**src/rtl/nand_fe_pkg.sv**
```systemverilog
package nand_fe_pkg;

    localparam int ROW_W = 16;

    typedef enum logic [1:0] {BUS_CMD, BUS_ADDR, BUS_DATA} bus_kind_e;

    typedef struct packed {
        logic      vld;
        bus_kind_e kind;
        logic [7:0] val;
    } bus_ev_t;

    typedef enum logic [2:0] {
        OPK_NONE  = 3'd0,
        OPK_READ  = 3'd1,
        OPK_IDENT = 3'd2,
        OPK_RESET = 3'd3,
        OPK_PROG  = 3'd4,
        OPK_ERASE = 3'd5,
        OPK_COPY  = 3'd6
    } op_kind_e;

    typedef enum logic [2:0] {
        SQ_IDLE, SQ_RD_ADR, SQ_PG_ADR, SQ_PG_DAT, SQ_ER_ADR, SQ_ER_CNF, SQ_CB_ADR
    } seq_e;

    typedef enum logic [1:0] {AREA_LOW, AREA_HIGH, AREA_SPARE} area_e;

    localparam logic [7:0] OPC_RD_LOW  = 8'h00;
    localparam logic [7:0] OPC_RD_HIGH = 8'h01;
    localparam logic [7:0] OPC_RD_SPR  = 8'h50;
    localparam logic [7:0] OPC_IDENT   = 8'h90;
    localparam logic [7:0] OPC_RESET   = 8'hFF;
    localparam logic [7:0] OPC_STATUS  = 8'h70;
    localparam logic [7:0] OPC_PG_SET  = 8'h80;
    localparam logic [7:0] OPC_PG_GO   = 8'h10;
    localparam logic [7:0] OPC_ER_SET  = 8'h60;
    localparam logic [7:0] OPC_ER_GO   = 8'hD0;
    localparam logic [7:0] OPC_CB_GO   = 8'h8A;

    function automatic logic busy_pass(input logic [7:0] c);
        return (c == OPC_RESET) || (c == OPC_STATUS);
    endfunction

    function automatic logic addr_phase(input seq_e s);
        return (s == SQ_RD_ADR) || (s == SQ_PG_ADR) || (s == SQ_ER_ADR) || (s == SQ_CB_ADR);
    endfunction

    function automatic logic long_op(input op_kind_e k);
        return (k == OPK_READ) || (k == OPK_PROG) || (k == OPK_ERASE) || (k == OPK_COPY);
    endfunction

endpackage

```
**src/rtl/nand_bus_sampler.sv**
```systemverilog
module nand_bus_sampler
    import nand_fe_pkg::*;
(
    input  logic       clk,
    input  logic       rst,
    input  logic       chip_sel_n,
    input  logic       wr_strobe_n,
    input  logic       cmd_latch,
    input  logic       addr_latch,
    input  logic [7:0] bus_in,
    output bus_ev_t    ev
);
    logic    strobe_q;
    logic    rise;
    bus_ev_t ev_q;

    assign rise = wr_strobe_n && !strobe_q;

    always_ff @(posedge clk) begin
        if (rst) begin
            strobe_q <= 1'b1;
            ev_q     <= '0;
        end else begin
            strobe_q <= wr_strobe_n;
            ev_q.vld <= rise && !chip_sel_n;
            ev_q.val <= bus_in;
            if (cmd_latch)
                ev_q.kind <= BUS_CMD;
            else if (addr_latch)
                ev_q.kind <= BUS_ADDR;
            else
                ev_q.kind <= BUS_DATA;
        end
    end

    assign ev = ev_q;

    AST_EV_SELECTED: assert property (@(posedge clk) disable iff (rst)
        ev_q.vld |-> ($past(!chip_sel_n) && $past(wr_strobe_n)));

endmodule

```
**src/rtl/nand_addr_asm.sv**
```systemverilog
module nand_addr_asm
    import nand_fe_pkg::*;
#(
    parameter int MAIN_BYTES  = 512,
    parameter int SPARE_BYTES = 16,
    parameter int COL_W       = 10
) (
    input  logic             clk,
    input  logic             rst,
    input  logic             clr,
    input  logic             take,
    input  logic             row_only,
    input  area_e            area,
    input  logic [7:0]       abyte,
    output logic             full,
    output logic [COL_W-1:0] col,
    output logic [ROW_W-1:0] row
);
    localparam int HALF_BASE = MAIN_BYTES / 2;
    localparam int SPARE_AW  = $clog2(SPARE_BYTES);

    logic [1:0]       cnt_q;
    logic [1:0]       need;
    logic [7:0]       raw_q;
    logic [ROW_W-1:0] row_q;

    assign need = row_only ? 2'd2 : 2'd3;
    assign full = (cnt_q == need);

    always_ff @(posedge clk) begin
        if (rst || clr) begin
            cnt_q <= '0;
            raw_q <= '0;
            row_q <= '0;
        end else if (take) begin
            cnt_q <= cnt_q + 2'd1;
            if (row_only) begin
                if (cnt_q == 2'd0) row_q[7:0]  <= abyte;
                else               row_q[15:8] <= abyte;
            end else begin
                case (cnt_q)
                    2'd0:    raw_q       <= abyte;
                    2'd1:    row_q[7:0]  <= abyte;
                    default: row_q[15:8] <= abyte;
                endcase
            end
        end
    end

    always_comb begin
        case (area)
            AREA_HIGH:  col = COL_W'(HALF_BASE) + COL_W'(raw_q);
            AREA_SPARE: col = COL_W'(MAIN_BYTES) + COL_W'(raw_q[SPARE_AW-1:0]);
            default:    col = COL_W'(raw_q);
        endcase
    end

    assign row = row_q;

    AST_ADDR_NO_OVERRUN: assert property (@(posedge clk) disable iff (rst)
        take |-> (cnt_q < need));

endmodule

```
**src/rtl/nand_busy_timer.sv**
```systemverilog
module nand_busy_timer #(
    parameter int CYCLES = 200
) (
    input  logic clk,
    input  logic rst,
    input  logic load,
    input  logic abort,
    output logic busy
);
    localparam int CNT_W = $clog2(CYCLES + 1);

    logic [CNT_W-1:0] cnt_q;

    always_ff @(posedge clk) begin
        if (rst || abort)
            cnt_q <= '0;
        else if (load)
            cnt_q <= CNT_W'(CYCLES);
        else if (cnt_q != '0)
            cnt_q <= cnt_q - 1'b1;
    end

    assign busy = (cnt_q != '0);

    AST_BUSY_AFTER_LOAD: assert property (@(posedge clk) disable iff (rst)
        $rose(busy) |-> $past(load));

    AST_ABORT_CLEARS: assert property (@(posedge clk) disable iff (rst)
        abort |=> !busy);

endmodule

```
**src/rtl/nand_seq_ctrl.sv**
```systemverilog
module nand_seq_ctrl
    import nand_fe_pkg::*;
#(
    parameter int PAGE_BYTES = 528,
    parameter int COL_W      = 10
) (
    input  logic             clk,
    input  logic             rst,
    input  bus_ev_t          ev,
    input  logic             busy,
    input  logic             addr_full,
    input  logic [COL_W-1:0] addr_col,
    input  logic [ROW_W-1:0] addr_row,
    output logic             addr_clr,
    output logic             addr_take,
    output logic             row_only,
    output area_e            area,
    output logic             op_vld,
    output op_kind_e         op_kind,
    output logic [COL_W-1:0] op_col,
    output logic [ROW_W-1:0] op_row,
    output logic             seq_err,
    output logic             wd_vld,
    output logic [7:0]       wd_byte,
    output logic [COL_W-1:0] wd_col,
    output logic             stat_sel
);
    seq_e             seq_q;
    area_e            area_q;
    logic             arm_q;
    logic [COL_W-1:0] wcol_q;
    logic             cmd_ok;
    logic             data_ok;

    assign cmd_ok  = ev.vld && (ev.kind == BUS_CMD) && (!busy || busy_pass(ev.val));
    assign data_ok = ev.vld && (ev.kind == BUS_DATA) && !busy && (seq_q == SQ_PG_DAT)
                     && (wcol_q < COL_W'(PAGE_BYTES));

    always_comb begin
        addr_clr = 1'b0;
        if (cmd_ok) begin
            case (ev.val)
                OPC_RD_LOW, OPC_RD_HIGH, OPC_RD_SPR,
                OPC_PG_SET, OPC_ER_SET, OPC_RESET: addr_clr = 1'b1;
                OPC_CB_GO: addr_clr = arm_q && (seq_q == SQ_IDLE);
                default:   addr_clr = 1'b0;
            endcase
        end
    end

    assign addr_take = ev.vld && (ev.kind == BUS_ADDR) && !busy && addr_phase(seq_q) && !addr_full;
    assign row_only  = (seq_q == SQ_ER_ADR);
    assign area      = area_q;

    always_ff @(posedge clk) begin
        if (rst) begin
            seq_q    <= SQ_IDLE;
            area_q   <= AREA_LOW;
            arm_q    <= 1'b0;
            wcol_q   <= '0;
            op_vld   <= 1'b0;
            op_kind  <= OPK_NONE;
            op_col   <= '0;
            op_row   <= '0;
            seq_err  <= 1'b0;
            wd_vld   <= 1'b0;
            wd_byte  <= '0;
            wd_col   <= '0;
            stat_sel <= 1'b0;
        end else begin
            op_vld  <= 1'b0;
            seq_err <= 1'b0;
            wd_vld  <= 1'b0;

            // address phase completes
            if (addr_full) begin
                case (seq_q)
                    SQ_RD_ADR: begin
                        op_vld  <= 1'b1;
                        op_kind <= OPK_READ;
                        op_col  <= addr_col;
                        op_row  <= addr_row;
                        arm_q   <= (area_q == AREA_LOW);
                        seq_q   <= SQ_IDLE;
                    end
                    SQ_PG_ADR: begin
                        wcol_q <= addr_col;
                        seq_q  <= SQ_PG_DAT;
                    end
                    SQ_ER_ADR: seq_q <= SQ_ER_CNF;
                    SQ_CB_ADR: begin
                        op_vld  <= 1'b1;
                        op_kind <= OPK_COPY;
                        op_col  <= addr_col;
                        op_row  <= addr_row;
                        seq_q   <= SQ_IDLE;
                    end
                    default: ;
                endcase
            end

            if (cmd_ok) begin
                arm_q    <= 1'b0;
                stat_sel <= 1'b0;
                case (ev.val)
                    OPC_STATUS: begin
                        stat_sel <= 1'b1;
                        arm_q    <= arm_q;
                    end
                    OPC_RESET: begin
                        op_vld  <= 1'b1;
                        op_kind <= OPK_RESET;
                        op_col  <= '0;
                        op_row  <= '0;
                        seq_q   <= SQ_IDLE;
                    end
                    OPC_IDENT: begin
                        op_vld  <= 1'b1;
                        op_kind <= OPK_IDENT;
                        op_col  <= '0;
                        op_row  <= '0;
                        seq_q   <= SQ_IDLE;
                    end
                    OPC_RD_LOW: begin
                        area_q <= AREA_LOW;
                        seq_q  <= SQ_RD_ADR;
                    end
                    OPC_RD_HIGH: begin
                        area_q <= AREA_HIGH;
                        seq_q  <= SQ_RD_ADR;
                    end
                    OPC_RD_SPR: begin
                        area_q <= AREA_SPARE;
                        seq_q  <= SQ_RD_ADR;
                    end
                    OPC_PG_SET: seq_q <= SQ_PG_ADR;
                    OPC_ER_SET: seq_q <= SQ_ER_ADR;
                    OPC_PG_GO: begin
                        seq_q <= SQ_IDLE;
                        if (seq_q == SQ_PG_DAT) begin
                            op_vld  <= 1'b1;
                            op_kind <= OPK_PROG;
                            op_col  <= addr_col;
                            op_row  <= addr_row;
                        end else begin
                            seq_err <= 1'b1;
                        end
                    end
                    OPC_ER_GO: begin
                        seq_q <= SQ_IDLE;
                        if (seq_q == SQ_ER_CNF) begin
                            op_vld  <= 1'b1;
                            op_kind <= OPK_ERASE;
                            op_col  <= '0;
                            op_row  <= addr_row;
                        end else begin
                            seq_err <= 1'b1;
                        end
                    end
                    OPC_CB_GO: begin
                        if (arm_q && seq_q == SQ_IDLE) begin
                            seq_q <= SQ_CB_ADR;
                        end else begin
                            seq_q   <= SQ_IDLE;
                            seq_err <= 1'b1;
                        end
                    end
                    default: begin
                        seq_q   <= SQ_IDLE;
                        seq_err <= 1'b1;
                    end
                endcase
            end

            if (data_ok) begin
                wd_vld  <= 1'b1;
                wd_byte <= ev.val;
                wd_col  <= wcol_q;
                wcol_q  <= wcol_q + 1'b1;
            end
        end
    end

    AST_ERR_TO_IDLE: assert property (@(posedge clk) disable iff (rst)
        seq_err |-> (seq_q == SQ_IDLE));

    AST_PULSE_EXCL: assert property (@(posedge clk) disable iff (rst)
        $onehot0({op_vld, seq_err}));

    AST_DATA_IN_PAGE: assert property (@(posedge clk) disable iff (rst)
        wd_vld |-> (wd_col < COL_W'(PAGE_BYTES)));

    AST_DATA_PHASE_ONLY: assert property (@(posedge clk) disable iff (rst)
        wd_vld |-> (seq_q == SQ_PG_DAT));

endmodule

```
**src/rtl/nand_cmd_front.sv**
```systemverilog
module nand_cmd_front
    import nand_fe_pkg::*;
#(
    parameter int MAIN_BYTES  = 512,
    parameter int SPARE_BYTES = 16,
    parameter int BUSY_CYCLES = 200,
    localparam int PAGE_BYTES = MAIN_BYTES + SPARE_BYTES,
    localparam int COL_W      = $clog2(PAGE_BYTES)
) (
    input  logic             clk,
    input  logic             rst,
    input  logic             chip_sel_n,
    input  logic             wr_strobe_n,
    input  logic             cmd_latch,
    input  logic             addr_latch,
    input  logic [7:0]       bus_in,
    output logic             op_vld,
    output logic [2:0]       op_kind,
    output logic [COL_W-1:0] op_col,
    output logic [15:0]      op_row,
    output logic             seq_err,
    output logic             wr_vld,
    output logic [7:0]       wr_byte,
    output logic [COL_W-1:0] wr_col,
    output logic             busy,
    output logic             status_sel,
    output logic [7:0]       status_byte
);
    bus_ev_t          ev;
    logic             a_clr, a_take, a_row_only, a_full;
    area_e            a_area;
    logic [COL_W-1:0] a_col;
    logic [ROW_W-1:0] a_row;
    op_kind_e         kind_w;
    logic             t_load, t_abort;

    nand_bus_sampler u_sampler (
        .clk         (clk),
        .rst         (rst),
        .chip_sel_n  (chip_sel_n),
        .wr_strobe_n (wr_strobe_n),
        .cmd_latch   (cmd_latch),
        .addr_latch  (addr_latch),
        .bus_in      (bus_in),
        .ev          (ev)
    );

    nand_addr_asm #(
        .MAIN_BYTES  (MAIN_BYTES),
        .SPARE_BYTES (SPARE_BYTES),
        .COL_W       (COL_W)
    ) u_addr (
        .clk      (clk),
        .rst      (rst),
        .clr      (a_clr),
        .take     (a_take),
        .row_only (a_row_only),
        .area     (a_area),
        .abyte    (ev.val),
        .full     (a_full),
        .col      (a_col),
        .row      (a_row)
    );

    nand_seq_ctrl #(
        .PAGE_BYTES (PAGE_BYTES),
        .COL_W      (COL_W)
    ) u_seq (
        .clk       (clk),
        .rst       (rst),
        .ev        (ev),
        .busy      (busy),
        .addr_full (a_full),
        .addr_col  (a_col),
        .addr_row  (a_row),
        .addr_clr  (a_clr),
        .addr_take (a_take),
        .row_only  (a_row_only),
        .area      (a_area),
        .op_vld    (op_vld),
        .op_kind   (kind_w),
        .op_col    (op_col),
        .op_row    (op_row),
        .seq_err   (seq_err),
        .wd_vld    (wr_vld),
        .wd_byte   (wr_byte),
        .wd_col    (wr_col),
        .stat_sel  (status_sel)
    );

    assign t_load  = op_vld && long_op(kind_w);
    assign t_abort = op_vld && (kind_w == OPK_RESET);

    nand_busy_timer #(
        .CYCLES (BUSY_CYCLES)
    ) u_busy (
        .clk   (clk),
        .rst   (rst),
        .load  (t_load),
        .abort (t_abort),
        .busy  (busy)
    );

    assign op_kind     = kind_w;
    assign status_byte = {1'b0, !busy, 6'b0};

    AST_LAUNCH_BUSY: assert property (@(posedge clk) disable iff (rst)
        (op_vld && long_op(kind_w)) |=> busy);

    AST_BUSY_FILTER: assert property (@(posedge clk) disable iff (rst)
        (busy && ev.vld && ev.kind == BUS_CMD && !busy_pass(ev.val))
        |=> (!op_vld && !seq_err));

endmodule

```
**config.mk**
```make
export PLATFORM = sky130hd
export DESIGN_NAME = nand_cmd_front
export DESIGN_NICKNAME = d
export VERILOG_FILES = /design/src/rtl/nand_fe_pkg.sv /design/src/rtl/nand_bus_sampler.sv /design/src/rtl/nand_addr_asm.sv /design/src/rtl/nand_busy_timer.sv /design/src/rtl/nand_seq_ctrl.sv /design/src/rtl/nand_cmd_front.sv
export SDC_FILE = /design/constraint.sdc
export NUM_CORES = 1
export LEC_CHECK = 0
export ABC_AREA = 1
export BUFFER_PORTS_ARGS = -buffer_cell sky130_fd_sc_hd__buf_2
export CELL_PAD_IN_SITES_DETAIL_PLACEMENT = 0
export CELL_PAD_IN_SITES_GLOBAL_PLACEMENT = 1
export CORE_ASPECT_RATIO = 0.5
export CORE_MARGIN = 8
export CORE_UTILIZATION = 38
export DETAILED_ROUTE_END_ITERATION = 10
export GPL_TIMING_DRIVEN = 0
export PLACE_DENSITY_LB_ADDON = 0.1
export SKIP_LAST_GASP = 1
export SYNTH_ARGS = -nofsm -noshare
export SYNTH_HDL_FRONTEND = slang
export SYNTH_HIERARCHICAL = 1
export SYNTH_SLANG_ARGS = --single-unit
```
**constraint.sdc**
```tcl
create_clock -name clk -period 2.4 [get_ports clk]
set_input_delay 0.6 -clock clk [delete_from_list [all_inputs] [get_ports clk]]
set_output_delay 0.6 -clock clk [all_outputs]
set_load 0.01 [all_outputs]
```
## Word-level counts from Yosys, hierarchy flattened

Index checks and enable logic that the tools add are counted.

- Memory bits (writable): 0
- Memory bits (read-only): 0
- Memories: 0
- Output and inout port bits: 60
- Bits in latches: 0
- Register bits after elaboration: 113
- Input bits: 14
- Word-level logic and storage cells: 174

- Add/sub/neg operators: 5
- Bitwise gates (word level): 2
- Multiply operators: 0
- Equal/unequal tests: 31
- Divide/modulo/power cells: 0
- Magnitude comparators: 1
- Reduce and logical (&&, ||, !) cells: 57
- Shift-type cells: 0
- Mux-type cells: 55

Operators by type and width:

| cell | number |
|---|---|
| 16-bit 2-to-1 mux | 6 |
| 10-bit 2-to-1 mux | 8 |
| 8-bit 2-to-1 mux | 6 |
| 16-bit one-hot mux with 3 select lines | 1 |
| 8-bit == test (second input constant) | 5 |
| 10-bit one-hot mux with 3 select lines | 1 |
| 8-bit by 7-bit == test with 1-bit output (second input constant) | 3 |
| 3-bit 2-to-1 mux | 7 |
| 10-bit one-hot mux with 2 select lines | 1 |
| 3-bit == test (second input constant) | 6 |
| 1-bit 2-to-1 mux | 16 |
| 1-bit logical AND | 15 |
| 3-bit one-hot mux with 5 select lines | 1 |
| 3-bit one-hot mux with 4 select lines | 1 |
| 3-bit AND reduction | 4 |
| 2-bit nonzero test | 6 |
| 2-bit OR reduction | 6 |
| 10-bit by 1-bit adder with 10-bit output (second input constant) | 1 |
| 10-bit by 4-bit adder with 10-bit output (first input constant) | 1 |
| 9-bit by 8-bit adder with 10-bit output (first input constant) | 1 |
| 1-bit logical OR | 10 |
| 10-bit less-than comparator (second input constant) | 1 |
| 3-bit by 2-bit == test with 1-bit output (second input constant) | 3 |
| 3-bit one-hot mux with 3 select lines | 1 |
| 27 further kinds | 40 |

## Longest topological paths before layout

- Depth after elaboration: 7
- Depth in mapped cells: 14
- Mapped depth without buffers: 13

## Cells and area by module

Netlist, hierarchy kept.

By module, submodules not included:

| module | times used | seq. area each (um^2) | area each (um^2) | cells each |
|---|---|---|---|---|
| nand_seq_ctrl | 1 | 1341.3 | 3483.3 | 490 |
| nand_addr_asm | 1 | 520.5 | 1223.7 | 160 |
| nand_busy_timer | 1 | 160.2 | 474.2 | 64 |
| nand_bus_sampler | 1 | 240.2 | 369.1 | 41 |
| nand_cmd_front | 1 | 0.0 | 83.8 | 15 |

## Worst setup path before layout

Ideal clock, no wire load.

- Path kind: flip-flop to flip-flop
- Start: reg u_seq.seq_q[2]
- End: reg u_seq.op_col[7]
- Period minus slack after synthesis: 2.463 ns
- Arrival: 2.331 ns
- Path buffers: 1
- Cell stages (with the launch flop): 15
- Slack: -0.063 ns
- Data required time: 2.268 ns
- Setup time: 0.132 ns
- Cells stage by stage: dfxtp_1 > inv_1 > nor3_1 > o21ai_0 > a21oi_1 > nand2_1 > nor2_1 > inv_2 > nand2_2 > inv_2 > buf_6 > nand2_1 > o21ai_1 > o211ai_1 > a21oi_1

- Word-level cells in the longest chain between the ends: 7
- Elaborated cells on any way between the ends: 14
- Those cells by class: eq/ne: 6; mux: 7; reduce/logical: 1

Ends and longest elaborated chain:

| element | RTL line | source |
|---|---|---|
| start: declaration | nand_seq_ctrl.sv:28 | `seq_e seq_q;` |
| start signal: assignment | nand_seq_ctrl.sv:57 | `seq_q <= SQ_IDLE;` |
| start signal: assignment | nand_seq_ctrl.sv:84 | `seq_q <= SQ_IDLE;` |
| start signal: assignment | nand_seq_ctrl.sv:88 | `seq_q <= SQ_PG_DAT;` |
| 3-bit == test (*) | nand_seq_ctrl.sv:52 | `assign row_only = (seq_q == SQ_ER_ADR);` |
| named net a_row_only | nand_cmd_front.sv:30 | `logic a_clr, a_take, a_row_only, a_full;` |
| 1-bit 2-to-1 mux (*) | nand_addr_asm.sv:27 | `assign need = row_only ? 2'd2 : 2'd3;` |
| 2-bit == test (*) | nand_addr_asm.sv:28 | `assign full = (cnt_q == need);` |
| named net a_full | nand_cmd_front.sv:30 |  |
| 10-bit 2-to-1 mux (*) | nand_seq_ctrl.sv:76 | `if (addr_full) begin` |
| 10-bit 2-to-1 mux, on equally long branches | nand_seq_ctrl.sv:151, nand_seq_ctrl.sv:140 |  |
| 10-bit one-hot mux with 3 select lines | nand_seq_ctrl.sv:105 | `case (ev.val)` |
| 10-bit 2-to-1 mux (*) | nand_seq_ctrl.sv:102 | `if (cmd_ok) begin` |
| end signal: assignment | nand_seq_ctrl.sv:81 | `op_col <= addr_col;` |
| end signal: assignment | nand_seq_ctrl.sv:94 | `op_col <= addr_col;` |
| end signal: assignment | nand_seq_ctrl.sv:143 | `op_col <= addr_col;` |
| end: declaration | nand_seq_ctrl.sv:20 | `output logic [COL_W-1:0] op_col,` |

The timed path passes the listed nets; every way through them passes the cells marked *.
A chain may end at the register's enable or synchronous reset.

## Worst setup path in the final report

- Start: reg u_seq.seq_q[0]
- End: reg u_seq.op_row[13]

- Word-level cells in the longest chain between the ends: 7
- Elaborated cells on any way between the ends: 14
- Those cells by class: eq/ne: 6; mux: 7; reduce/logical: 1

Ends and longest elaborated chain:

| element | RTL line | source |
|---|---|---|
| 3-bit == test (*) | nand_seq_ctrl.sv:52 |  |
| named net a_row_only | nand_cmd_front.sv:30 |  |
| 1-bit 2-to-1 mux (*) | nand_addr_asm.sv:27 |  |
| 2-bit == test (*) | nand_addr_asm.sv:28 |  |
| named net a_full | nand_cmd_front.sv:30 |  |
| 16-bit 2-to-1 mux (*) | nand_seq_ctrl.sv:76 |  |
| 16-bit 2-to-1 mux, on equally long branches | nand_seq_ctrl.sv:151, nand_seq_ctrl.sv:140 |  |
| 16-bit one-hot mux with 3 select lines | nand_seq_ctrl.sv:105 |  |
| 16-bit 2-to-1 mux (*) | nand_seq_ctrl.sv:102 |  |
| end signal: assignment | nand_seq_ctrl.sv:82 | `op_row <= addr_row;` |
| end signal: assignment | nand_seq_ctrl.sv:95 | `op_row <= addr_row;` |
| end signal: assignment | nand_seq_ctrl.sv:155 | `op_row <= addr_row;` |
| end: declaration | nand_seq_ctrl.sv:21 | `output logic [ROW_W-1:0] op_row,` |

Marks and branches as above.

==> impl_metrics.ini <==
[status]
status = completed

[pwr]
seqPwrFrac_pct = 39.3
internal-power_mw = 3.66
p_comb_share_pct = 14.3
swShare_pct = 29.7
power.switching_mw = 1.54
irDropWorstVdd_v = 0.000504
p_per_area_mw_per_mm2 = 747
pwr-share-clk_pct = 46.4
power_leakage_nw = 2.97

[cts]
path_clk_slew_ns = 0.06
cts_buffers = 17
clock_path_buffers = 2
cts_tree = done
clkSinkCount = 113
htreeDepth = 4
clockRootBuffer = clkbuf_16
clock_latency_ns = 0.41

[synthesis]
synth_ff_type = dfxtp_1
syn_area_mm2 = 0.00563
avgSynthCellArea_um2 = 7.32
async_flop_share_pct = 0
synth_top_area_share_pct = 40.2
ys_seq_area_share_pct = 40.2
yosys-top-cells-area = dfxtp_1 (40%), nand2_1 (9.4%), nor2_1 (6.3%)
synth.distinct_cells = 47
synth_edf_count = 0
yosys.area.top_type = dfxtp_1
ys_ff_latch = 113
synthCells = 770
ys.warnings.count = 6

[drt]
first_pass_iters = 5
wire_per_inst_um = 14.9
ant_nets = 0
routed_wirelength_mm = 16.1
vias = 5181
dr.first_iter.drc_count = 344
viasPerCell = 4.79
drc = 0

[final_layout]
synthToLayoutAreaGrowth_pct = 23.6
design_area_mm2 = 0.00696
layout_common_cells = nand2_1 (139), dfxtp_1 (103), nor2_1 (91)
layout.nets = 893
drive_above_1_share_pct = 26.4
final_util_pct = 48.1
insertedDiodeCount = 0
final_common_cell = nand2_1

[critical_path]
critPathKind = reg2reg
worstPathArrival_ns = 2.57
cp-end-kind = flop
cp_slowest_stage_delay_ns = 0.55
worstPathMaxFanout = 10
crit_path_start_kind = flop
worst-path-buf-inv = 5
path_cells = nor3_4, buf_4, a21oi_2, nand2_1, nor2_4, inv_2, nand2_4, inv_2, buf_6, buf_2, nand3_1, a21oi_2
critPathRequiredTime_ns = 2.68
path_delay_family = buffers and inverters
worst_path_max_delay_cell = dfxtp_1

[placed_design]
numPortBuffers = 66
placed_area_mm2 = 0.00624
post-dp-hpwl_mm = 12.0
place_ws_ns = -0.563
gp_congestion = 0.820

[floorplanning]
initial_core_util_pct = 38.9
die_area_mm2 = 0.0192
core_mm2 = 0.0145
die_h_um = 102
rows = 31
dieWidth_um = 188
ioPinCount = 74

[hold_path]
hp-class = in2reg

[timing]
max_slew_margin_pct = 54.8
setup_viol = 0
skew_ns = 0.0124
clock.fmax_mhz = 436
period_share_pct = 95.6
hold_viol_final = 0
fin_ws_ns = 0.105
worst-slew-pin-transition_ns = 0.679
rsz0062_at_grt = yes
post-route-min-period_ns = 2.30
drv_slew = 0

[grt]
grt_max_degree = 17
antenna_found_initial = 0
grt_pass1_wl_mm = 25.8
grt_overflow = 0
grt_pass1_vias = 4897
track_usage_pct = 17.0

[job]
cap_viol_max_count = 0
==> registers in the layout, summed over array words and instances, names as in the netlist, 2 cells and up <==
name           count
u_seq/wd_byte      8
u_seq/area         2
u_seq/op_col      10
u_seq/wd_col      10
u_addr/cnt_q       2
u_sampler/ev      11
u_seq/wcol_q      10
u_addr/row        16
u_seq/op_row      16
u_addr/raw_q       8
u_seq/seq_q        3
u_busy/cnt_q       8
u_seq/op_kind      3
==> worst reg2reg max path, delay by kind of cell, from the launching register on <==
family / cells / cell delay, ns
AOI/OAI and AO/OA: 2 / 0.32
DFF: 1 / 0.55
buffers and inverters: 5 / 0.64
and+or+nand+nor: 5 / 0.65
==> per-layer routing <==
layer / vias up / wire (um) / share of wire (%) / track usage [%]
met3: 8 / 567 / 3.5 / 3.95
li1: 2675 / - / - / -
met5: - / 0 / 0 / 0
met2: 96 / 6710 / 42 / 25.3
met4: 0 / 96 / 0.60 / 4.75
met1: 2402 / 8750 / 54 / 24.1
==> kinds of logic after synthesis <==
| family | share of synthesized area (%) |
|---|---|
| buffers and inverters | 11.6 |
| AND/OR/NAND/NOR | 28.7 |
| other | 0.0666 |
| adder cells (fa/ha/maj) | 2.00 |
| XOR/XNOR | 1.09 |
| AO/OA/AOI/OAI | 16.4 |
| flip-flops | 40.2 |
==> per-stage QoR <==
stage	cells	power (mW)	TNS, ns	hold slack [ns]
2_1_floorplan	776	2.59	0	0.429
3_3_place_gp	1040	2.75	-23.82	0.451
3_5_place_dp	1040	2.76	-24.78	0.454
4_1_cts	1076	5.25	0	0.348
5_1_grt	1081	5.45	-0.536	0.352
6_report	1081	5.20	0	0.368
==> final timing paths <==
kind	to	slack, ns	cells past startpoint	startpoint
max	u_seq/op_row[13]	0.10	12	u_seq/seq_q[0]
min	u_sampler/ev[9]	0.37	2	addr_latch
max reg2reg	u_seq/op_row[13]	0.10	12	u_seq/seq_q[0]
min reg2reg	u_busy/cnt_q[0]	0.46	1	u_busy/cnt_q[0]
==> power by group through the flow <==
stage          sequential (mW)  clock (mW)  combinational [mW]
5_1_grt                   2.05        2.56               0.841
4_1_cts                   2.04        2.47               0.739
3_5_place_dp              2.08           0               0.682
2_1_floorplan             2.05           0               0.532
3_3_place_gp              2.08           0               0.673
6_report                  2.04        2.41               0.744
==> what timing repair did <==
action	in CTS	in global routing
pin swaps	3	2
setup buffers	4	5
hold buffers	0	0
resized for setup	12	19
gates cloned	0	0
setup endpoints to repair	63	55
==> cell usage after synthesis (2+ instances only) <==
master	count
a211oi_1	13
a21oi_1	67
a21oi_2	11
a31oi_1	2
buf_2	7
buf_4	13
buf_6	8
clkbuf_1	7
clkinv_4	2
dfxtp_1	113
ha_1	9
inv_1	84
inv_2	8
nand2_1	141
nand2_2	21
nand2_4	4
nand3_1	52
nand3_2	2
nand4_1	4
nor2_1	95
nor2_2	8
nor2_4	7
nor3_1	7
nor3_2	2
nor4_1	3
o211ai_1	5
o21ai_0	43
o21ai_1	6
o22ai_1	3
xnor2_1	2
xor2_1	5
==> cell type report <==
| type | instances | area [um^2] |
|---|---|---|
| buffer | 36 | 269 |
| clock buffer | 17 | 425 |
| clock inverter | 15 | 135 |
| fill | 1514 | 7500 |
| inverter | 97 | 383 |
| multi-input combinational | 530 | 2820 |
| sequential | 113 | 2280 |
| tap | 198 | 248 |
| timing repair buffer | 75 | 402 |
No activity file was read; power rests on OpenSTA's default activity.
